## src/rtl/tx_slot_pkg.sv

```systemverilog
package tx_slot_pkg;
  // Width of the slot configuration field and of its word-length part.
  localparam int unsigned CFG_W  = 5;
  localparam int unsigned CODE_W = 3;

  // Slot padding mode carried in the upper configuration bits.
  typedef enum logic [1:0] {
    PAD_EXACT     = 2'd0,  // slot equals the word length
    PAD_TO_REG    = 2'd1,  // slot equals the data register width
    PAD_TO_SLOT   = 2'd2,  // slot equals the maximum slot width
    PAD_TO_SLOT_B = 2'd3   // same as PAD_TO_SLOT
  } pad_mode_e;
endpackage

```

## src/rtl/tx_slot_len_dec.sv

```systemverilog
module tx_slot_len_dec
  import tx_slot_pkg::*;
#(
  parameter int unsigned DATA_W = 24,
  parameter int unsigned SLOT_W = 32,
  parameter int unsigned MIN_W  = 8,
  parameter int unsigned STEP_W = 4,
  parameter int unsigned LEN_W  = 6
) (
  input  logic [CFG_W-1:0] cfg,
  output logic [LEN_W-1:0] word_len,
  output logic [LEN_W-1:0] slot_len
);
  localparam int unsigned MAX_CODE = (DATA_W - MIN_W) / STEP_W;

  logic [CODE_W-1:0] code;
  pad_mode_e         pad;

  always_comb begin
    code = cfg[CODE_W-1:0];
    pad  = pad_mode_e'(cfg[CFG_W-1:CODE_W]);

    // Out-of-range codes fall back to the full register width.
    if (int'(code) <= int'(MAX_CODE)) begin
      word_len = LEN_W'(MIN_W + STEP_W * int'(code));
    end else begin
      word_len = LEN_W'(DATA_W);
    end

    unique case (pad)
      PAD_EXACT:  slot_len = word_len;
      PAD_TO_REG: slot_len = LEN_W'(DATA_W);
      default:    slot_len = LEN_W'(SLOT_W);
    endcase
  end
endmodule

```

## src/rtl/tx_slot_hold.sv

```systemverilog
module tx_slot_hold #(
  parameter int unsigned DATA_W = 24
) (
  input  logic              clk,
  input  logic              rst,
  input  logic              wr_en,
  input  logic [DATA_W-1:0] wr_data,
  input  logic              load,
  output logic [DATA_W-1:0] load_word,
  output logic              load_fresh
);
  logic [DATA_W-1:0] hold_q;
  logic              fresh_q;

  // A write landing on the load cycle bypasses straight into the shifter.
  always_comb begin
    load_word  = wr_en ? wr_data : hold_q;
    load_fresh = wr_en | fresh_q;
  end

  always_ff @(posedge clk) begin
    if (rst) begin
      hold_q  <= '0;
      fresh_q <= 1'b0;
    end else begin
      if (wr_en) begin
        hold_q <= wr_data;
      end
      if (load) begin
        fresh_q <= 1'b0;
      end else if (wr_en) begin
        fresh_q <= 1'b1;
      end
    end
  end
endmodule

```

## src/rtl/tx_slot_serializer.sv

```systemverilog
module tx_slot_serializer #(
  parameter int unsigned DATA_W = 24,
  parameter int unsigned SLOT_W = 32,
  parameter int unsigned LEN_W  = 6
) (
  input  logic              clk,
  input  logic              rst,
  input  logic              tick,
  input  logic              fsync,
  input  logic [DATA_W-1:0] load_word,
  input  logic              load_fresh,
  input  logic [LEN_W-1:0]  word_len_in,
  input  logic [LEN_W-1:0]  slot_len_in,
  input  logic              lsb_in,
  output logic              load,
  output logic              sdo,
  output logic              empty_pulse,
  output logic              underrun
);
  localparam logic [LEN_W-1:0] REG_LEN = LEN_W'(DATA_W);

  logic [LEN_W-1:0]  bit_cnt;
  logic [LEN_W-1:0]  slot_len_q;
  logic              lsb_q;
  logic [SLOT_W-1:0] sr;

  logic [SLOT_W-1:0] word_ext;   // word in the low bits of a slot-wide vector
  logic [SLOT_W-1:0] word_top;   // word in the high bits of a slot-wide vector
  logic [SLOT_W-1:0] img_msb;
  logic [SLOT_W-1:0] img_lsb;
  logic              first_bit;

  // Place the register into a slot-wide vector; no padding bits when equal.
  generate
    if (SLOT_W > DATA_W) begin : g_pad
      assign word_ext = {{(SLOT_W-DATA_W){1'b0}}, load_word};
      assign word_top = {load_word, {(SLOT_W-DATA_W){1'b0}}};
    end else begin : g_nopad
      assign word_ext = load_word;
      assign word_top = load_word;
    end
  endgenerate

  assign load = tick && fsync && ((bit_cnt == '0) || (bit_cnt == slot_len_q));

  always_comb begin
    // MSB-first: keep the upper word_len bits, send from the top.
    img_msb   = word_top & ~({SLOT_W{1'b1}} >> word_len_in);
    // LSB-first: right-justify the word, keep word_len bits, send from bit 0.
    img_lsb   = (word_ext >> (REG_LEN - word_len_in)) &
                ~({SLOT_W{1'b1}} << word_len_in);
    first_bit = lsb_in ? img_lsb[0] : img_msb[SLOT_W-1];
  end

  always_ff @(posedge clk) begin
    if (rst) begin
      bit_cnt     <= '0;
      slot_len_q  <= '0;
      lsb_q       <= 1'b0;
      sr          <= '0;
      sdo         <= 1'b0;
      empty_pulse <= 1'b0;
      underrun    <= 1'b0;
    end else begin
      empty_pulse <= 1'b0;
      if (tick) begin
        if (!fsync) begin
          bit_cnt <= '0;
          sr      <= '0;
          sdo     <= 1'b0;
        end else if (load) begin
          slot_len_q  <= slot_len_in;
          lsb_q       <= lsb_in;
          sr          <= lsb_in ? (img_lsb >> 1) : (img_msb << 1);
          sdo         <= first_bit;
          bit_cnt     <= LEN_W'(1);
          empty_pulse <= 1'b1;
          underrun    <= ~load_fresh;
        end else begin
          sdo     <= lsb_q ? sr[0] : sr[SLOT_W-1];
          sr      <= lsb_q ? (sr >> 1) : (sr << 1);
          bit_cnt <= bit_cnt + LEN_W'(1);
        end
      end
    end
  end
endmodule

```

## src/rtl/tx_slot_shifter.sv

```systemverilog
module tx_slot_shifter
  import tx_slot_pkg::*;
#(
  parameter int unsigned DATA_W = 24,
  parameter int unsigned SLOT_W = 32,
  parameter int unsigned MIN_W  = 8,
  parameter int unsigned STEP_W = 4
) (
  input  logic              clk,
  input  logic              rst,
  input  logic              bclk_en,
  input  logic              fsync,
  input  logic              wr_en,
  input  logic [DATA_W-1:0] wr_data,
  input  logic [CFG_W-1:0]  slot_cfg,
  input  logic              lsb_first,
  output logic              sdo,
  output logic              empty_pulse,
  output logic              underrun
);
  localparam int unsigned LEN_W = $clog2(SLOT_W + 1);

  logic [LEN_W-1:0]  word_len;
  logic [LEN_W-1:0]  slot_len;
  logic [DATA_W-1:0] load_word;
  logic              load_fresh;
  logic              load;

  tx_slot_len_dec #(
    .DATA_W(DATA_W), .SLOT_W(SLOT_W), .MIN_W(MIN_W),
    .STEP_W(STEP_W), .LEN_W(LEN_W)
  ) u_dec (
    .cfg      (slot_cfg),
    .word_len (word_len),
    .slot_len (slot_len)
  );

  tx_slot_hold #(.DATA_W(DATA_W)) u_hold (
    .clk        (clk),
    .rst        (rst),
    .wr_en      (wr_en),
    .wr_data    (wr_data),
    .load       (load),
    .load_word  (load_word),
    .load_fresh (load_fresh)
  );

  tx_slot_serializer #(
    .DATA_W(DATA_W), .SLOT_W(SLOT_W), .LEN_W(LEN_W)
  ) u_ser (
    .clk         (clk),
    .rst         (rst),
    .tick        (bclk_en),
    .fsync       (fsync),
    .load_word   (load_word),
    .load_fresh  (load_fresh),
    .word_len_in (word_len),
    .slot_len_in (slot_len),
    .lsb_in      (lsb_first),
    .load        (load),
    .sdo         (sdo),
    .empty_pulse (empty_pulse),
    .underrun    (underrun)
  );
endmodule

```

## config.mk

```make
export PLATFORM = sky130hd
export DESIGN_NAME = tx_slot_shifter
export DESIGN_NICKNAME = d
export VERILOG_FILES = /design/src/rtl/tx_slot_pkg.sv /design/src/rtl/tx_slot_len_dec.sv /design/src/rtl/tx_slot_hold.sv /design/src/rtl/tx_slot_serializer.sv /design/src/rtl/tx_slot_shifter.sv
export SDC_FILE = /design/constraint.sdc
export NUM_CORES = 1
export LEC_CHECK = 0
export ABC_AREA = 1
export BUFFER_PORTS_ARGS = -buffer_cell sky130_fd_sc_hd__buf_2
export CAP_MARGIN = 15
export CORE_MARGIN = 3
export CORE_UTILIZATION = 50
export CTS_CLUSTER_DIAMETER = 60
export DETAILED_ROUTE_END_ITERATION = 12
export PLACE_DENSITY_LB_ADDON = 0.05
export SYNTH_ARGS = -nofsm -noshare
export SYNTH_HDL_FRONTEND = slang
export SYNTH_SLANG_ARGS = --single-unit
```

## constraint.sdc

```tcl
create_clock -name clk -period 3.6 [get_ports clk]
set_input_delay 0.72 -clock clk [delete_from_list [all_inputs] [get_ports clk]]
set_output_delay 0.72 -clock clk [all_outputs]
set_load 0.02 [all_outputs]
```

# Word-level counts from Yosys, hierarchy flattened
# Index checks and enable logic that the tools add are counted.
[totals] elab_cells=48 input_bits=35 output_inout_bits=3 regBits=73
[op_classes] n_reduce_logical=8 shifts=3 n_lt_le_gt_ge=1 bitwise=8 addsub=3 n_eq_ne=2 n_mux=14
[op_table] op="two-way mux 32 bit" count=4
[op_table] op="bitwise AND 32 bit" count=2
[op_table] op="NOT 32 bit" count=2
[op_table] op="left shift 32 x 6 -> 32 bit (first input constant)" count=1
[op_table] op="right shift 24 x 6 -> 32 bit" count=1
[op_table] op="right shift 32 x 6 -> 32 bit (first input constant)" count=1
[op_table] op="two-way mux 24 bit" count=1
[op_table] op="two-way mux 6 bit" count=3
[op_table] op="one-hot mux 6 bit (2 select lines)" count=1
[op_table] op="adder 4 x 5 -> 6 bit (first input constant)" count=1
[op_table] op="adder 6 x 1 -> 6 bit (second input constant)" count=1
[op_table] op="== test 6 bit" count=1
[op_table] op="logical NOT 6 bit" count=1
[op_table] op="subtractor 5 x 6 -> 6 bit (first input constant)" count=1
[op_table] op="two-way mux 1 bit" count=5
[op_table] op="<= comparator 3 bit (second input constant)" count=1
[op_table] op="NOT 1 bit" count=3
[op_table] op="AND reduction 3 bit" count=1
[op_table] op="OR reduction 3 bit" count=1
[op_table] op="== test 2 x 1 -> 1 bit (second input constant)" count=1
[op_table] op="logical AND 1 bit" count=2
[op_table] op="logical NOT 2 bit" count=1
[op_table] op="OR reduction 2 bit" count=1
[op_table] op="logical OR 1 bit" count=1
[op_table] op="OR 1 bit" count=1

# Depth between registers and ports, before layout
[logic_depth] ltp_word=8 ltp_mapped=16 mapped_depth_nobuf=13

# Modules after synthesis
# A second synthesis with hierarchy kept.
[hier_totals] hier_cells=1005 area_unflattened_um2=5901.9
[by_module_without_submodules] mod="tx_slot_serializer" n_inst=1 area_per_inst_um2=4421.7 cells_per_inst=779 seq_area_each_um2=960.9
[by_module_without_submodules] mod="tx_slot_hold" n_inst=1 area_per_inst_um2=1370.1 cells_per_inst=205 seq_area_each_um2=500.5
[by_module_without_submodules] mod="tx_slot_len_dec" n_inst=1 area_per_inst_um2=110.1 cells_per_inst=21 seq_area_each_um2=0.0

# Worst setup path before layout
# No wires, ideal clock.
[synth_path] path_kind="input -> register" start="input slot_cfg[0]" end="register u_ser.sr[4]" stages=13 setup_slack_ns=0.793 setup_time_ns=0.070 arrival_ns=2.736 t_required_ns=3.530 path_buffers=4 cell_sequence="buf_6 -> o21ai_4 -> nand2_4 -> buf_2 -> ha_1 -> clkbuf_1 -> clkinv_1 -> clkbuf_1 -> nor2_1 -> inv_1 -> a21oi_1 -> nand3_1 -> a21oi_1"
[synth_between] elab_chain_len=8 elab_cells_between_ends=14 classes_between="add/sub (2); order compare (1); shift (3); mux (4); bitwise (4)"
[synth_rtl] item="start, declared" line_no="tx_slot_shifter.sv:15" text="input logic [CFG_W-1:0] slot_cfg,"
[synth_rtl] item="adder 4 x 5 -> 6 bit / <= comparator 3 bit (equally long branches)" line_no="tx_slot_len_dec.sv:25, tx_slot_len_dec.sv:24"
[synth_rtl] item="two-way mux 6 bit *" line_no="tx_slot_len_dec.sv:24" text="if (int'(code) <= int'(MAX_CODE)) begin"
[synth_rtl] item="subtractor 5 x 6 -> 6 bit, or another cell as far along" line_no="tx_slot_serializer.sv:50" text="img_lsb = (word_ext >> (REG_LEN - word_len_in)) &"
[synth_rtl] item="right shift 24 x 6 -> 32 bit, or another cell as far along" line_no="tx_slot_serializer.sv:50"
[synth_rtl] item="bitwise AND 32 bit (on tied branches)" line_no="tx_slot_serializer.sv:50, tx_slot_serializer.sv:48"
[synth_rtl] item="two-way mux 32 bit *" line_no="tx_slot_serializer.sv:74" text="sr <= lsb_in ? (img_lsb >> 1) : (img_msb << 1);"
[synth_rtl] item="two-way mux 32 bit *" line_no="tx_slot_serializer.sv:71" text="end else if (load) begin"
[synth_rtl] item="two-way mux 32 bit *" line_no="tx_slot_serializer.sv:67" text="if (!fsync) begin"
[synth_rtl] item="end signal, assigned" line_no="tx_slot_serializer.sv:74"
[synth_rtl] item="end signal, assigned" line_no="tx_slot_serializer.sv:81" text="sr <= lsb_q ? (sr >> 1) : (sr << 1);"
[synth_rtl] item="end, declared" line_no="tx_slot_serializer.sv:25" text="logic [SLOT_W-1:0] sr;"
# Every way passes the cells marked *; elsewhere a longest branch is shown, timed or not.
# A chain may end at the register's enable or synchronous reset.

# Final worst setup path
[layout_path] start="input slot_cfg[0]" end="register u_ser.sr[21]"
# Same word-level chain as after synthesis.

==> results.json <==
{
  "wl_per_cell_um": 16.7,
  "peakVddDrop_uv": 216,
  "placementRows": 33,
  "outcome": "complete, no violations",
  "cts_sinks": 71,
  "dieArea_um2": 10100,
  "setup_tns_ns": 0,
  "ys_types": 39,
  "synth_fp_nets": 778,
  "synth_edf_count": 0,
  "num_antenna_cells": 0,
  "period_needed_ns": 2.92,
  "io_pins": 38,
  "finalSetupViolations": 0,
  "place_congestion": 1.02,
  "worst_slew_pin_slew_ns": 0.864,
  "worst_ep_required_time_ns": 3.88,
  "drc": 0,
  "yosys_register_bits": 71,
  "cts_buffers": 9,
  "dp_hpwl_um": 10400,
  "cts_hold_buf": 0,
  "rsz0062_at_grt": "false",
  "clk_pin_slew_ns": 0.08,
  "nets": 793,
  "instances_no_fill": 861,
  "synth_area_leaders": "dfxtp_1, nand2_1, o21ai_0",
  "cts_root_buf": "clkbuf_8",
  "cts_tree": "yes",
  "grt_pass1_wl_um": 23000,
  "drive_above_1_share_pct": 10.1,
  "grtUsageTotal_pct": 29.0,
  "initial_core_util_pct": 53.0,
  "hold_class": "flip-flop to flip-flop",
  "cp_max_fo": 26,
  "synthFlopType": "dfxtp_1",
  "grt_max_degree": 52,
  "maxCapViolations": 0,
  "die_w_um": 100,
  "wirelength_um": 14300,
  "ys_warn_count": 0,
  "p_leak_nw": 2.19,
  "power_density_nw_per_um2": 403,
  "first_pass_iters": 6,
  "die_y_um": 100,
  "skew_ns": 0.00961,
  "vias": 4894,
  "synthCells": 737,
  "cp_data_arrival_time_ns": 3.20,
  "h-tree-depth": 3,
  "hold_viol": 0,
  "area_delta_synth_final_pct": 8.75,
  "drt-initial-drc-count": 573,
  "worstSkewPairLatency_ns": 0.35,
  "grt_pass1_vias": 4406,
  "slew_headroom_pct": 41.8,
  "critical_path_class": "input pin to flip-flop",
  "cp-end-kind": "flip-flop",
  "async_reset_ff_share_pct": 0,
  "synth_top_area_cell": "dfxtp_1",
  "core-area_um2": 8420,
  "avgViaCountPerCell": 5.68,
  "overflow": 0,
  "antenna_found_initial": 0,
  "yosysTopAreaCellShare_pct": 31.9,
  "placed_cells": 846,
  "period_share_pct": 81.1,
  "seq_area_frac_synth_pct": 31.9,
  "antenna_left": 0,
  "io_buffers": 37,
  "netlist_area_um2": 4460,
  "fmax_mhz": 342,
  "post_cts_buffers": 0,
  "critPathLaunchType": "input pin",
  "slew_viol_final": 0,
  "avgSynthCellArea_um2": 6.05,
  "clockBufferDepth": 2,
  "ctsResizeCount": 0
}
-- cell usage in the layout, fill, tap and decap left out, drive strengths merged --
master	instances
nand2	220
inv	95
o21ai	82
dfxtp	71
nand3	63
a21oi	53
nor2	52
buf	45
o22ai	14
clkbuf	11
nand4	10
nor3	7
ha	6
o211ai	5
clkinv	4
o21a	2
a31oi	2
or2	2
mux2i	2
nand3b	1
xnor2	1
a2bb2oi	1
a21o	1
a21boi	1
mux2	1
and3	1
xor2	1
o221ai	1
bufinv	1
-- cell families (layout without fill, tap and decap cells) --
| logic type | Yosys count | after routing | synth area share [%] |
|---|---|---|---|
| simple gates | 356 | 356 | 33.5 |
| compound gates | 162 | 162 | 19.5 |
| buf+inv | 137 | 156 | 12.3 |
| flops | 71 | 71 | 31.9 |
| fa+ha+maj | 6 | 6 | 1.68 |
| mux | 3 | 3 | 0.701 |
| xor+xnor | 2 | 2 | 0.393 |
-- report_power, final --
group	internal (W)	total, W	switching (W)	leakage [nW]
logic	0.000130	0.000443	0.000313	1.51
registers	0.000818	0.000832	0.0000138	0.580
clock network	0.000358	0.000683	0.000324	0.106
-- path summary, 6_finish.rpt --
check	from	endpoint	slack [ns]	cells after the start
setup / recovery	slot_cfg[0]	u_ser.sr[21]	0.68	12
hold / removal	u_ser.underrun	u_ser.underrun	0.47	2
setup reg to reg	u_ser.bit_cnt[0]	u_ser.sr[11]	1.47	11
hold reg to reg	u_ser.underrun	u_ser.underrun	0.47	2
-- worst max-delay path: stages --
cell and delay (ns):
buf_2 0.22, o21ai_4 0.19, nand2_4 0.19, inv_2 0.25
ha_1 0.19, nand3b_1 0.13, nand2_1 0.31, inv_2 0.34
nand4_2 0.20, o22ai_1 0.21, nand2_1 0.09, a21oi_1 0.14
-- synth_stat cells (all sizes together) (2+ instances only) --
library cell and number:
o211ai 5, clkinv 3, clkbuf 27, a21oi 53, nor3 7, dfxtp 71, buf 14, inv 93
nand4 10, o21a 2, nor2 52, o21ai 82, nand2 220, or2 2, mux2i 2, a31oi 2
o22ai 14, ha 6, nand3 63
-- through the flow --
stage               area (um^2)  power (W)  setup slack, ns  util (%)  hold slack, ns
detailed placement         4650    0.00128            0.372      55.2           0.459
floorplan                  4460    0.00115            0.793         -           0.442
finish                     4850    0.00196            0.679      57.6           0.467
CTS                        4850    0.00196            0.736      57.6           0.470
global placement           4650    0.00128            0.391      55.2           0.450
global route               4850    0.00205            0.433      57.6           0.499
-- metal layers --
layer | vias up | part of all wire, % | global-route usage (%)
met1 | 2214 | 43 | 39.7
met3 | 37 | 8.2 | 3.88
met5 | - | 0 | 0
li1 | 2403 | - | -
met2 | 240 | 46 | 46.7
met4 | 0 | 3.1 | 11.0
-- flip-flops by register name, indices dropped and copies added, names as in the netlist --
signal	count
u_hold.fresh_q	1
u_hold.hold_q	24
u_ser.bit_cnt	6
u_ser.empty_pulse	1
u_ser.lsb_q	1
u_ser.sdo	1
u_ser.slot_len_q	4
u_ser.sr	32
u_ser.underrun	1
-- layout make-up --
| class | instances | area (um^2) |
|---|---|---|
| multi-input cells | 529 | 2490 |
| inverters | 96 | 360 |
| clock inverters | 4 | 52.6 |
| flip-flops and latches | 71 | 1420 |
| fillers | 852 | 3570 |
| well taps | 105 | 131 |
| repair buffers | 45 | 245 |
| clock buffers | 11 | 151 |
No activity file was read; power rests on OpenSTA's default activity.
